[src/rtl/mprot_pkg.sv]
package mprot_pkg;
  localparam int SZW = 6;

  typedef enum logic [1:0] {
    ACC_READ  = 2'd0,
    ACC_WRITE = 2'd1,
    ACC_FETCH = 2'd2,
    ACC_RSVD  = 2'd3
  } acc_t;

  typedef enum logic [1:0] {
    OVL_PRIO  = 2'd0,
    OVL_UNION = 2'd1,
    OVL_INTER = 2'd2,
    OVL_SPARE = 2'd3
  } ovl_t;

  typedef enum logic [1:0] {
    CFG_BASE  = 2'd0,
    CFG_ATTR  = 2'd1,
    CFG_CTRL  = 2'd2,
    CFG_CLEAR = 2'd3
  } cfg_op_t;

  typedef struct packed {
    logic x;
    logic w;
    logic r;
  } perm_t;

  typedef struct packed {
    perm_t            usr;
    perm_t            prv;
    logic             en;
    logic [SZW-1:0]   sz;
  } attr_t;

  localparam int ATTR_W = $bits(attr_t);
endpackage

[src/rtl/mprot_regfile.sv]
module mprot_regfile
  import mprot_pkg::*;
#(
  parameter int NREG = 8,
  parameter int AW   = 32,
  localparam int IW  = $clog2(NREG)
) (
  input  logic          clk,
  input  logic          rst,
  input  logic          cfg_we,
  input  logic          cfg_priv,
  input  logic [1:0]    cfg_op,
  input  logic [IW-1:0] cfg_idx,
  input  logic [AW-1:0] cfg_wdata,
  output logic [AW-1:0] base_o [NREG],
  output attr_t         attr_o [NREG],
  output logic          glob_en_o,
  output ovl_t          ovl_mode_o,
  output logic          stat_clr_o
);
  logic wr_ok;
  assign wr_ok      = cfg_we && cfg_priv;
  assign stat_clr_o = wr_ok && (cfg_op == CFG_CLEAR);

  for (genvar g = 0; g < NREG; g++) begin : g_slot
    always_ff @(posedge clk) begin
      if (rst) begin
        base_o[g] <= '0;
        attr_o[g] <= '0;
      end else if (wr_ok && (int'(cfg_idx) == g)) begin
        if (cfg_op == CFG_BASE) base_o[g] <= cfg_wdata;
        if (cfg_op == CFG_ATTR) attr_o[g] <= attr_t'(cfg_wdata[ATTR_W-1:0]);
      end
    end
  end

  always_ff @(posedge clk) begin
    if (rst) begin
      glob_en_o  <= 1'b0;
      ovl_mode_o <= OVL_PRIO;
    end else if (wr_ok && (cfg_op == CFG_CTRL)) begin
      glob_en_o  <= cfg_wdata[0];
      ovl_mode_o <= ovl_t'(cfg_wdata[2:1]);
    end
  end
endmodule

[src/rtl/mprot_match.sv]
module mprot_match
  import mprot_pkg::*;
#(
  parameter int NREG = 8,
  parameter int AW   = 32
) (
  input  logic [AW-1:0]   addr_i,
  input  logic [AW-1:0]   base_i [NREG],
  input  attr_t           attr_i [NREG],
  output logic [NREG-1:0] hit_o
);
  for (genvar g = 0; g < NREG; g++) begin : g_cmp
    logic h;
    always_comb begin
      h = attr_i[g].en;
      for (int j = 0; j < AW; j++) begin
        if ((j >= int'(attr_i[g].sz)) && (addr_i[j] != base_i[g][j])) h = 1'b0;
      end
    end
    assign hit_o[g] = h;
  end
endmodule

[src/rtl/mprot_resolve.sv]
module mprot_resolve
  import mprot_pkg::*;
#(
  parameter int NREG = 8,
  localparam int IW  = $clog2(NREG)
) (
  input  logic [NREG-1:0] hit_i,
  input  attr_t           attr_i [NREG],
  input  logic            priv_i,
  input  logic [1:0]      acc_i,
  input  ovl_t            mode_i,
  output logic            allow_o,
  output logic            any_hit_o,
  output logic [IW-1:0]   win_o
);
  logic [2:0] p_win, p_or, p_and, p_eff, p_cur;
  logic       need;

  always_comb begin
    p_win     = '0;
    p_or      = '0;
    p_and     = '1;
    any_hit_o = 1'b0;
    win_o     = '0;
    for (int i = 0; i < NREG; i++) begin
      p_cur = priv_i ? attr_i[i].prv : attr_i[i].usr;
      if (hit_i[i]) begin
        any_hit_o = 1'b1;
        win_o     = IW'(i);
        p_win     = p_cur;
        p_or      = p_or | p_cur;
        p_and     = p_and & p_cur;
      end
    end
    case (mode_i)
      OVL_UNION: p_eff = p_or;
      OVL_INTER: p_eff = p_and;
      default:   p_eff = p_win;
    endcase
    case (acc_i)
      ACC_READ:  need = p_eff[0];
      ACC_WRITE: need = p_eff[1];
      ACC_FETCH: need = p_eff[2];
      default:   need = 1'b0;
    endcase
    allow_o = (acc_i != ACC_RSVD) && (any_hit_o ? need : priv_i);
  end
endmodule

[src/rtl/mprot_guard.sv]
module mprot_guard
  import mprot_pkg::*;
#(
  parameter int NREG = 8,
  parameter int AW   = 32,
  localparam int IW  = $clog2(NREG)
) (
  input  logic          clk,
  input  logic          rst,
  input  logic          req_valid,
  input  logic [AW-1:0] req_addr,
  input  logic [1:0]    req_type,
  input  logic          req_priv,
  output logic          resp_valid,
  output logic          resp_allow,
  output logic          fault,
  input  logic          cfg_we,
  input  logic          cfg_priv,
  input  logic [1:0]    cfg_op,
  input  logic [IW-1:0] cfg_idx,
  input  logic [AW-1:0] cfg_wdata,
  output logic          stat_valid,
  output logic [AW-1:0] stat_addr,
  output logic [1:0]    stat_type,
  output logic          stat_priv,
  output logic          stat_hit,
  output logic [IW-1:0] stat_region
);
  logic [AW-1:0]   base_q [NREG];
  attr_t           attr_q [NREG];
  logic            glob_en;
  ovl_t            ovl_mode;
  logic            stat_clr;
  logic [NREG-1:0] hit;
  logic            rule_ok, any_hit, allow_c;
  logic [IW-1:0]   win;

  mprot_regfile #(.NREG(NREG), .AW(AW)) u_regs (
    .clk(clk), .rst(rst), .cfg_we(cfg_we), .cfg_priv(cfg_priv),
    .cfg_op(cfg_op), .cfg_idx(cfg_idx), .cfg_wdata(cfg_wdata),
    .base_o(base_q), .attr_o(attr_q), .glob_en_o(glob_en),
    .ovl_mode_o(ovl_mode), .stat_clr_o(stat_clr)
  );

  mprot_match #(.NREG(NREG), .AW(AW)) u_match (
    .addr_i(req_addr), .base_i(base_q), .attr_i(attr_q), .hit_o(hit)
  );

  mprot_resolve #(.NREG(NREG)) u_res (
    .hit_i(hit), .attr_i(attr_q), .priv_i(req_priv), .acc_i(req_type),
    .mode_i(ovl_mode), .allow_o(rule_ok), .any_hit_o(any_hit), .win_o(win)
  );

  assign allow_c = !glob_en || rule_ok;

  always_ff @(posedge clk) begin
    if (rst) begin
      resp_valid  <= 1'b0;
      resp_allow  <= 1'b0;
      fault       <= 1'b0;
      stat_valid  <= 1'b0;
      stat_addr   <= '0;
      stat_type   <= '0;
      stat_priv   <= 1'b0;
      stat_hit    <= 1'b0;
      stat_region <= '0;
    end else begin
      resp_valid <= req_valid;
      resp_allow <= req_valid && allow_c;
      fault      <= req_valid && !allow_c;
      if (req_valid && !allow_c && (!stat_valid || stat_clr)) begin
        stat_valid  <= 1'b1;
        stat_addr   <= req_addr;
        stat_type   <= req_type;
        stat_priv   <= req_priv;
        stat_hit    <= any_hit;
        stat_region <= any_hit ? win : '0;
      end else if (stat_clr) begin
        stat_valid <= 1'b0;
      end
    end
  end
endmodule

[config.mk]
export PLATFORM = sky130hd
export DESIGN_NAME = mprot_guard
export DESIGN_NICKNAME = d
export VERILOG_FILES = /design/src/rtl/mprot_pkg.sv /design/src/rtl/mprot_regfile.sv /design/src/rtl/mprot_match.sv /design/src/rtl/mprot_resolve.sv /design/src/rtl/mprot_guard.sv
export SDC_FILE = /design/constraint.sdc
export NUM_CORES = 1
export LEC_CHECK = 0
export BUFFER_PORTS_ARGS = -buffer_cell sky130_fd_sc_hd__buf_2
export CAP_MARGIN = 10
export CORE_ASPECT_RATIO = 2
export CORE_MARGIN = 2
export CORE_UTILIZATION = 35
export DETAILED_ROUTE_END_ITERATION = 10
export PLACE_DENSITY_LB_ADDON = 0.25
export SYNTH_ARGS = -nofsm -noshare
export SYNTH_HDL_FRONTEND = slang
export SYNTH_SLANG_ARGS = --single-unit
[constraint.sdc]
create_clock -name clk -period 5.41 [get_ports clk]
set_input_delay 0.8115 -clock clk [delete_from_list [all_inputs] [get_ports clk]]
set_output_delay 0.8115 -clock clk [all_outputs]
set_load 0.02 [all_outputs]
### Word-level counts from Yosys, hierarchy flattened

Cells that the tools add are included.

| word-level totals | value |
|---|---|
| bits in registers | 406 |
| input bits | 77 |
| output and inout bits | 43 |
| logic and storage cells | 1228 |

| operators by class | value |
|---|---|
| order comparisons | 256 |
| equality and inequality tests | 271 |
| multiplexer cells | 308 |
| bitwise operators | 14 |
| reductions and logical operators | 296 |

Operators with widths:

| kind | count |
|---|---|
| 5-bit by 6-bit greater-or-equal comparator with 1-bit output, first input constant | 128 |
| 4-bit by 6-bit greater-or-equal comparator with 1-bit output, first input constant | 64 |
| 1-bit logical AND | 271 |
| 1-bit 2-to-1 mux | 268 |
| 1-bit inequality test | 256 |
| 3-bit by 6-bit greater-or-equal comparator with 1-bit output, first input constant | 32 |
| 3-bit 2-to-1 mux | 36 |
| 1-bit by 6-bit greater-or-equal comparator with 1-bit output, first input constant | 16 |
| 2-bit by 6-bit greater-or-equal comparator with 1-bit output, first input constant | 16 |
| 2-bit AND reduction | 16 |
| 3-bit AND | 7 |
| 3-bit OR | 7 |
| 3-bit equality test, second input constant | 4 |
| 2-bit equality test, second input constant | 4 |
| 2-bit by 1-bit equality test with 1-bit output, second input constant | 3 |
| 3-bit by 2-bit equality test with 1-bit output, second input constant | 2 |
| 3-bit case mux with 2 select lines | 1 |
| 2-bit zero test | 2 |
| 2-bit 2-to-1 mux | 2 |
| 3-bit by 1-bit equality test with 1-bit output, second input constant | 1 |
| 1-bit zero test | 3 |
| 3-bit zero test | 1 |
| 1-bit case mux with 3 select lines | 1 |
| 1-bit logical OR | 2 |
| 2 further kinds | 2 |

### Longest topological paths before layout

Gate-level depths: netlist (run 1).

| depth | value |
|---|---|
| word-level depth | 58 |
| gate-level depth with buffers | 16 |
| gate-level depth less buffers | 12 |

### Hierarchy

Synthesis (run 1) repeated with hierarchy kept, for this count alone.

| unflattened totals | value |
|---|---|
| cell total of the unflattened synthesis | 2401 |
| area total of the unflattened synthesis | 22363.9 um2 |

Modules (own cells, without submodules):

| module | times used | cells each | area an instance (um2) | sequential area each (um2) |
|---|---|---|---|---|
| mprot_regfile | 1 | 1275 | 14350.0 | 7267.0 |
| mprot_match | 1 | 808 | 5346.4 | 0.0 |
| mprot_guard | 1 | 189 | 1702.9 | 860.8 |
| mprot_resolve | 1 | 129 | 964.7 | 0.0 |

### Worst setup path before layout (run 1)

Ideal clock, no wire load.

| path | value |
|---|---|
| path type | input-to-reg |
| start | input req_addr[25] |
| end | register stat_valid |
| setup time | 0.128 ns |
| arrival | 3.861 ns |
| data required time | 5.282 ns |
| path slack | 1.421 ns |
| stages on the path | 14 |
| path through | buf_2 > xnor2_1 > o21ai_0 > a211o_1 > or4_4 > nor4_4 > nand3b_1 > a311oi_1 > o311a_1 > o221ai_2 > o31a_1 > buf_4 > and2_1 > o21bai_1 |

| on the way | value |
|---|---|
| word-level cells in the longest chain between the ends | 33 |
| elaborated cells between the ends (all ways) | 127 |

Ends and longest elaborated chain:

| item | RTL line | source |
|---|---|---|
| from (decl) | mprot_guard.sv:11 | `input logic [AW-1:0] req_addr,` |
| 1-bit inequality test | mprot_match.sv:17 | `if ((j >= int'(attr_i[g].sz)) && (addr_i[j] != base_i[g][j])) h = 1'b0;` |
| 1-bit logical AND | mprot_match.sv:17 |  |
| 1-bit 2-to-1 mux (7 in series) | mprot_match.sv:17 |  |
| 3-bit 2-to-1 mux | mprot_resolve.sv:27 | `if (hit_i[i]) begin` |
| 3-bit AND or 3-bit OR (tied branches) | mprot_resolve.sv:32, mprot_resolve.sv:31 |  |
| 3-bit 2-to-1 mux | mprot_resolve.sv:27 |  |
| 3-bit AND or 3-bit OR (tied branches) | mprot_resolve.sv:32, mprot_resolve.sv:31 |  |
| 3-bit 2-to-1 mux | mprot_resolve.sv:27 |  |
| [... 10 more ...] | -- |  |
| 3-bit case mux with 2 select lines | mprot_resolve.sv:35 | `case (mode_i)` |
| 1-bit case mux with 3 select lines | mprot_resolve.sv:40 | `case (acc_i)` |
| 1-bit 2-to-1 mux * | mprot_resolve.sv:46 | `allow_o = (acc_i != ACC_RSVD) && (any_hit_o ? need : priv_i);` |
| 1-bit logical AND * | mprot_resolve.sv:46 |  |
| 1-bit logical OR * | mprot_guard.sv:54 | `assign allow_c = !glob_en \|\| rule_ok;` |
| 1-bit zero test * | mprot_guard.sv:71 | `if (req_valid && !allow_c && (!stat_valid \|\| stat_clr)) begin` |
| 1-bit logical AND * (2 in series) | mprot_guard.sv:71 |  |
| 1-bit 2-to-1 mux or 2-bit nonzero test (tied branches) | -- |  |
| to (signal assigned) | mprot_guard.sv:61 | `stat_valid <= 1'b0;` |
| to (signal assigned) | mprot_guard.sv:72 | `stat_valid <= 1'b1;` |
| to (signal assigned) | mprot_guard.sv:79 | `stat_valid <= 1'b0;` |
| to (decl) | mprot_guard.sv:22 | `output logic stat_valid,` |

Mark *: on every way between the ends. The rest lies on a longest branch, timed or not.
A chain may end at the register's enable or synchronous reset.

### Worst setup path in the final report (run 1)

| path | value |
|---|---|
| start | register u_regs.attr_o[95] (netlist name) |
| end | register stat_valid |

| on the way | value |
|---|---|
| word-level cells in the longest chain between the ends | 58 |
| elaborated cells between the ends (all ways) | 151 |

Ends and longest elaborated chain:

| item | RTL line | source |
|---|---|---|
| from (decl) | mprot_regfile.sv:16 | `output attr_t attr_o [NREG],` |
| from (signal, indexed assignment) | mprot_regfile.sv:32 | `if (cfg_op == CFG_ATTR) attr_o[g] <= attr_t'(cfg_wdata[ATTR_W-1:0]);` |
| 1-bit by 6-bit greater-or-equal comparator with 1-bit output | mprot_match.sv:17 |  |
| 1-bit logical AND | mprot_match.sv:17 |  |
| 1-bit 2-to-1 mux (31 in series) | mprot_match.sv:17 |  |
| 1-bit 2-to-1 mux * | mprot_match.sv:17 |  |
| 3-bit 2-to-1 mux | mprot_resolve.sv:27 |  |
| 3-bit AND or 3-bit OR (tied branches) | mprot_resolve.sv:32, mprot_resolve.sv:31 |  |
| 3-bit 2-to-1 mux | mprot_resolve.sv:27 |  |
| 3-bit AND or 3-bit OR (tied branches) | mprot_resolve.sv:32, mprot_resolve.sv:31 |  |
| [... 11 more ...] | -- |  |
| 3-bit case mux with 2 select lines | mprot_resolve.sv:35 |  |
| 1-bit case mux with 3 select lines | mprot_resolve.sv:40 |  |
| 1-bit 2-to-1 mux * | mprot_resolve.sv:46 |  |
| 1-bit logical AND * | mprot_resolve.sv:46 |  |
| 1-bit logical OR * | mprot_guard.sv:54 |  |
| 1-bit zero test * | mprot_guard.sv:71 |  |
| 1-bit logical AND * (2 in series) | mprot_guard.sv:71 |  |
| 1-bit 2-to-1 mux or 2-bit nonzero test (tied branches) | -- |  |

Marked as above.

==> results of run 1 <==
cell usage after synthesis, types with 8 or more instances:
cell	count	share of area, %
nand4_1	10	0.30
xnor2_1	114	4.8
and2_1	14	0.42
o22ai_1	8	0.24
o21ai_0	67	1.6
inv_1	23	0.41
clkbuf_2	20	0.48
nor4_1	18	0.54
or3_1	10	0.30
a21oi_1	456	11
nand2_1	798	14
buf_2	58	1.4
mux2_2	10	0.54
nand2b_1	8	0.24
dfxtp_1	406	39
nor2_1	68	1.2
a21o_1	8	0.29
o21ai_1	29	0.70
a31oi_1	27	0.81
and3_1	8	0.24
mux2i_1	19	0.91
nand3_1	62	1.5
a211oi_1	14	0.50
clkbuf_1	173	3.1
a221oi_1	9	0.38
xor2_1	141	5.9
or2_2	12	0.36
o211ai_1	18	0.65
nor3_1	22	0.53
worst min-delay path, delay by kind of cell (launching register included):
kind               cells  cell delay, ps
AOI/OAI and AO/OA      1              50
DFF                    1             310
and+or+nand+nor        1              50
worst min-delay path by stage:
stage               slack, ps                end              start  cells after the start
floorplan                 430  u_regs.attr_o[32]  u_regs.attr_o[32]                      2
global placement          440  u_regs.attr_o[47]  u_regs.attr_o[47]                      2
detailed placement        440  u_regs.attr_o[22]  u_regs.attr_o[22]                      2
CTS                       450  u_regs.attr_o[22]  u_regs.attr_o[22]                      2
global route              470  u_regs.attr_o[11]  u_regs.attr_o[11]                      2
finish                    450  u_regs.attr_o[60]  u_regs.attr_o[60]                      2
stage by stage:
stage	instance area, um^2	hold slack (ps)
3_5_place_dp	21800	443
2_1_floorplan	20800	433
3_3_place_gp	21800	438
5_1_grt	23200	473
6_report	23200	454
4_1_cts	23200	453
per-layer routing:
layer  track usage [%]  vias up  part of all wire [%]
met4              23.5        2                   9.1
li1                  -     9391                     -
met5                 0        -                 0.014
met1              32.7     9894                    35
met3              5.00      306                   7.1
met2              51.5     1036                    49
area by class of cell:
| cell class | instances | area share, % |
|---|---|---|
| diodes | 1 | 0.0108 |
| clock buffers | 52 | 4.76 |
| clock inverters | 18 | 1.03 |
| inverters | 24 | 0.389 |
| multi-input cells | 2108 | 49.8 |
| flip-flops and latches | 406 | 35.1 |
| well taps | 768 | 4.14 |
| repair buffers | 180 | 4.83 |
sequential cells by signal (all words and copies together) (netlist names):
register and flops:
u_regs.attr_o 104, u_regs.ovl_mode_o 2, resp_valid 1, resp_allow 1, u_regs.glob_en_o 1, stat_valid 1
stat_addr 32, fault 1, stat_region 3, stat_hit 1, stat_priv 1, stat_type 2
u_regs.base_o 256
cells by family (layout without fill, tap and decap cells):
group | Yosys count | in the layout | synth area share (%)
buffers and inverters | 287 | 274 | 5.85
xor gates and xnor gates | 255 | 255 | 10.7
AOI/OAI and AO/OA | 758 | 758 | 21.4
adders and majority gates | 6 | 6 | 0.312
DFF | 406 | 406 | 39.0
other | 0 | 1 | 0
and+or+nand+nor | 1060 | 1060 | 21.3
muxes | 29 | 29 | 1.45
power groups by stage:
stage	Clock (mW)	Sequential, mW	Combinational [mW]
6_report	2.98	3.01	0.600
5_1_grt	3.12	3.01	0.611
4_1_cts	3.02	3.01	0.585
3_5_place_dp	0	3.08	0.583
3_3_place_gp	0	3.08	0.584
2_1_floorplan	0	3.08	0.313
==> flow_metrics.py, run 1 <==
metrics = {
    "timing": {
        "fin_crit_sh_pct": 86.4,
        "drv_slew": 0,
        "fmax_mhz": 214,
        "hold_viol": 0,
        "worstMarginPinSlew_ps": 1250,
        "setup_viol": 0,
        "relSlewSlack_pct": 16.2,
        "rsz0062_at_grt": "no",
        "fin_skew_ps": 22.1,
        "setup_ws_ps": 737,
        "setup_tns_ps": 0,
        "min_period_ps": 4670,
    },
    "final_layout": {
        "mostFrequentLayoutCell": "nand2_1",
        "drive_gt1_share_pct": 10.7,
        "nFillCells": 6133,
        "final_cell_mix": "nand2_1 (798), a21oi_1 (456), dfxtp_1 (406), xor2_1 (141), buf_2 (118)",
        "seqCellArea_um2": 8130,
        "multi_input_area_um2": 11500,
        "fin_cells": 3557,
        "final_util_pct": 39.3,
        "area_delta_synth_final_pct": 11.2,
        "layout.nets": 2838,
    },
    "synth": {
        "ys_warn_count": 0,
        "syn_avg_cell_area_um2": 7.44,
        "async_flop_share_pct": 0,
        "synth-edff-count": 0,
        "seq_area_frac_synth_pct": 39.0,
        "synth_cells": 2801,
        "synthesis.nets": 2880,
        "netlist_area_um2": 20800,
        "synth-seq-cells": 406,
        "ys.flop_type": "dfxtp_1",
        "synthDistinctLibCells": 85,
    },
    "place": {
        "gp_congestion": 1.06,
        "dp_hpwl_mm": 65.6,
        "dpl.cell_count": 3485,
        "port_buffers": 119,
        "dp_slack_ps": 264,
    },
    "floorplan": {
        "fp-row-count": 126,
        "start_util_pct": 35.4,
        "die_x_um": 177,
        "core-area_um2": 59000,
        "io_pins": 120,
        "die_h_um": 349,
        "die-area_um2": 61600,
    },
    "clock_tree": {
        "clock_insertion_delay_worst_skew_ps": 570,
        "clk_pin_slew_worst_paths_ps": 70,
        "post_cts_buffers": 0,
        "postCtsHoldBufs": 0,
        "numCtsBuffers": 39,
        "cts_root_buf": "clkbuf_16",
        "clockBufferDepth": 3,
        "cts_sinks": 406,
        "cts_resized": 0,
        "cts_tree": "built",
        "h-tree-depth": 2,
    },
    "status": {
        "outcome": "finished, final reports clean",
    },
    "critical_path": {
        "slowest_stage": "nor4_4",
        "max_stage_delay_ps": 700,
        "critPathTopFamily": "compound AO/OA/AOI/OAI gates",
        "crit_start": "u_regs.attr_o[95]",
        "critical_path.endpoint": "stat_valid",
        "r2r_end": "stat_valid",
        "path_buf_inv": 1,
        "cp.required_ps": 5850,
        "crit_path_start_kind": "flop",
        "path_cells": "or2_2 -> a211oi_1 -> a211o_1 -> or4_4 -> nor4_4 -> nand3b_1 -> a311oi_1 -> o311a_1 -> o221ai_2 -> o31a_2 -> buf_12 -> and2_1 -> o21bai_1",
        "worstSetupPathType": "reg -> reg",
        "timing.rr.start": "u_regs.attr_o[95]",
        "rr_worst_depth": 13,
        "path_depth": 13,
        "ff2ff_setup_slack_ps": 740,
        "critPathMaxFanout": 40,
        "arrival_ps": 5110,
        "cp-end-kind": "flop",
    },
    "power": {
        "peakVddDrop_uv": 184,
        "combPwrFrac_pct": 9.1,
        "swShare_pct": 26.7,
        "total_leakage_power_nw": 7.84,
        "p_seq_share_pct": 45.7,
        "p_clk_share_pct": 45.2,
        "p_int_mw": 4.83,
        "power.total_mw": 6.59,
        "p_sw_mw": 1.76,
        "p_per_area_nw_per_um2": 284,
    },
    "drt": {
        "drc_errors": 0,
        "wl_mm": 95.1,
        "via_per_inst": 5.80,
        "vias": 20600,
        "dr.pass1.iters": 6,
        "routedWlPerCell_um": 26.7,
        "dr.first_iter.drc_count": 2225,
        "drt.antenna.violating_nets": 0,
    },
    "global_route": {
        "antenna_found_initial": 1,
        "grt_pass1_wl_mm": 135,
        "grt_max_degree": 211,
        "grt_pass1_vias": 19600,
        "overflow": 0,
        "grtUsageTotal_pct": 30.1,
    },
    "flow_run": {
        "drv_cap": 0,
    },
    "worst_hold_path": {
        "hp-class": "reg -> reg",
    },
}
Note: power is estimated with default switching activity, not from simulation.
==> run 2: changes to the inputs <==
Settings changed: CELL_PAD_IN_SITES_DETAIL_PLACEMENT set to 0, CELL_PAD_IN_SITES_GLOBAL_PLACEMENT set to 1.
==> run 2 against run 1 <==
Effect of this change:
- sequential cell count did not move
- clock power hardly changed
- wire length up 2.4%
- sequential share of layout area decreased by 0.34 points
- largest cell class unchanged
- largest power group unchanged
==> flow_metrics.py, run 2 (same netlist as run 1, synthesis figures left out) <==
metrics = {
    "power": {
        "p_per_area_nw_per_um2": 283,
        "swShare_pct": 27.0,
        "combPwrFrac_pct": 9.2,
        "p_seq_share_pct": 45.6,
        "p_clk_share_pct": 45.2,
        "peakVddDrop_uv": 229,
        "p_sw_mw": 1.78,
        "power.total_mw": 6.62,
        "p_int_mw": 4.83,
        "total_leakage_power_nw": 7.99,
    },
    "place": {
        "dp_slack_ps": 461,
        "port_buffers": 119,
        "dpl.cell_count": 3511,
        "dp_hpwl_mm": 66.6,
        "gp_congestion": 0.940,
    },
    "clock_tree": {
        "postCtsHoldBufs": 0,
        "h-tree-depth": 2,
        "numCtsBuffers": 40,
        "cts_resized": 0,
        "post_cts_buffers": 0,
        "cts_root_buf": "clkbuf_16",
        "cts_sinks": 406,
        "clockBufferDepth": 3,
        "cts_tree": "built",
        "clock_insertion_delay_worst_skew_ps": 570,
        "clk_pin_slew_worst_paths_ps": 70,
    },
    "global_route": {
        "grtUsageTotal_pct": 31.0,
        "grt_pass1_wl_mm": 138,
        "antenna_found_initial": 0,
        "grt_max_degree": 152,
        "overflow": 0,
        "grt_pass1_vias": 19600,
    },
    "final_layout": {
        "largest-register": "u_regs.base_o",
        "largest_register_ffs": 256,
        "mostFrequentLayoutCell": "nand2_1",
        "final_cell_mix": "nand2_1 (798), a21oi_1 (456), dfxtp_1 (406), xor2_1 (141), buf_2 (118)",
        "layout.nets": 2864,
        "diodes": 0,
        "final_util_pct": 39.7,
        "area_delta_synth_final_pct": 12.3,
        "seqCellArea_um2": 8130,
        "nFillCells": 6301,
        "multi_input_area_um2": 11500,
        "drive_gt1_share_pct": 11.4,
        "fin_cells": 3584,
        "largestRegisters": "u_regs.base_o x256, u_regs.attr_o x104, stat_addr x32",
    },
    "floorplan": {
        "die-area_um2": 61600,
        "die_x_um": 177,
        "fp-row-count": 126,
        "start_util_pct": 35.4,
        "io_pins": 120,
        "core-area_um2": 59000,
        "die_h_um": 349,
    },
    "timing": {
        "setup_ws_ps": 923,
        "hold_viol": 0,
        "min_period_ps": 4490,
        "fin_crit_sh_pct": 82.9,
        "fin_skew_ps": 14.9,
        "setup_viol": 0,
        "setup_tns_ps": 0,
        "rsz0062_at_grt": "no",
        "fmax_mhz": 223,
        "drv_slew": 0,
        "worstMarginPinSlew_ps": 1250,
        "relSlewSlack_pct": 16.6,
    },
    "drt": {
        "drc_errors": 0,
        "wl_mm": 97.4,
        "dr.pass1.iters": 7,
        "vias": 20400,
        "drt.antenna.violating_nets": 0,
        "dr.first_iter.drc_count": 1739,
        "routedWlPerCell_um": 27.2,
        "via_per_inst": 5.70,
    },
    "critical_path": {
        "cp-end-kind": "flop",
        "worstSetupPathType": "in -> reg",
        "cp.required_ps": 5900,
        "critPathMaxFanout": 25,
        "crit_path_start_kind": "input pin",
        "arrival_ps": 4980,
    },
    "flow_run": {
        "drv_cap": 0,
    },
    "status": {
        "outcome": "finished, final reports clean",
    },
    "worst_hold_path": {
        "hp-class": "reg -> reg",
    },
}
run 2: cell type report:
type                            instances  share of cell area [%]
Clock buffer                           55                    4.86
Clock inverter                         18                   0.925
Inverter                               24                   0.385
Multi-Input combinational cell       2108                    49.3
Sequential cell                       406                    34.7
Tap cell                              768                    4.10
Timing Repair Buffer                  205                    5.72
run 2: metrics by stage:
stage / instance area (um^2) / hold WS [ps]
4_1_cts: 23400 / 455
6_report: 23400 / 455
5_1_grt: 23400 / 470
2_1_floorplan: 20800 / 433
3_3_place_gp: 22100 / 439
3_5_place_dp: 22100 / 444
run 2: worst max-delay path, stage by stage:
cell and delay [ps]:
buf_2 310, buf_4 250, xor2_1 350, a211o_1 230, nor4_1 70, a31oi_1 230, nor4_2 100, buf_4 200
a2111oi_1 930, buf_4 250, nand2_1 100, o311a_1 150, o221ai_2 100, o31a_2 360, buf_12 220, nand3_1 90
a21oi_1 170
run 2: routing by layer:
| layer | vias up | routed length (um) | global-route usage [%] |
|---|---|---|---|
| met5 | - | 0 | 0 |
| met4 | 0 | 8490 | 22.8 |
| met3 | 291 | 4910 | 3.08 |
| met2 | 834 | 47700 | 53.9 |
| met1 | 9876 | 36200 | 34.9 |
| li1 | 9436 | - | - |
run 2: final timing paths:
check | slack [ps] | startpoint | to | cells past startpoint
max | 920 | req_addr[22] | stat_addr[9] | 17
min | 450 | u_regs.attr_o[7] | u_regs.attr_o[7] | 2
max reg2reg | 930 | u_regs.attr_o[94] | stat_addr[9] | 14
min reg2reg | 450 | u_regs.attr_o[7] | u_regs.attr_o[7] | 2
run 2: power groups by stage:
| stage | combinational [mW] | sequential [mW] | clock (mW) |
|---|---|---|---|
| finish | 0.612 | 3.01 | 2.99 |
| detailed placement | 0.602 | 3.08 | 0 |
| global route | 0.626 | 3.01 | 3.14 |
| global placement | 0.604 | 3.08 | 0 |
| floorplan | 0.313 | 3.08 | 0 |
| CTS | 0.603 | 3.01 | 3.05 |
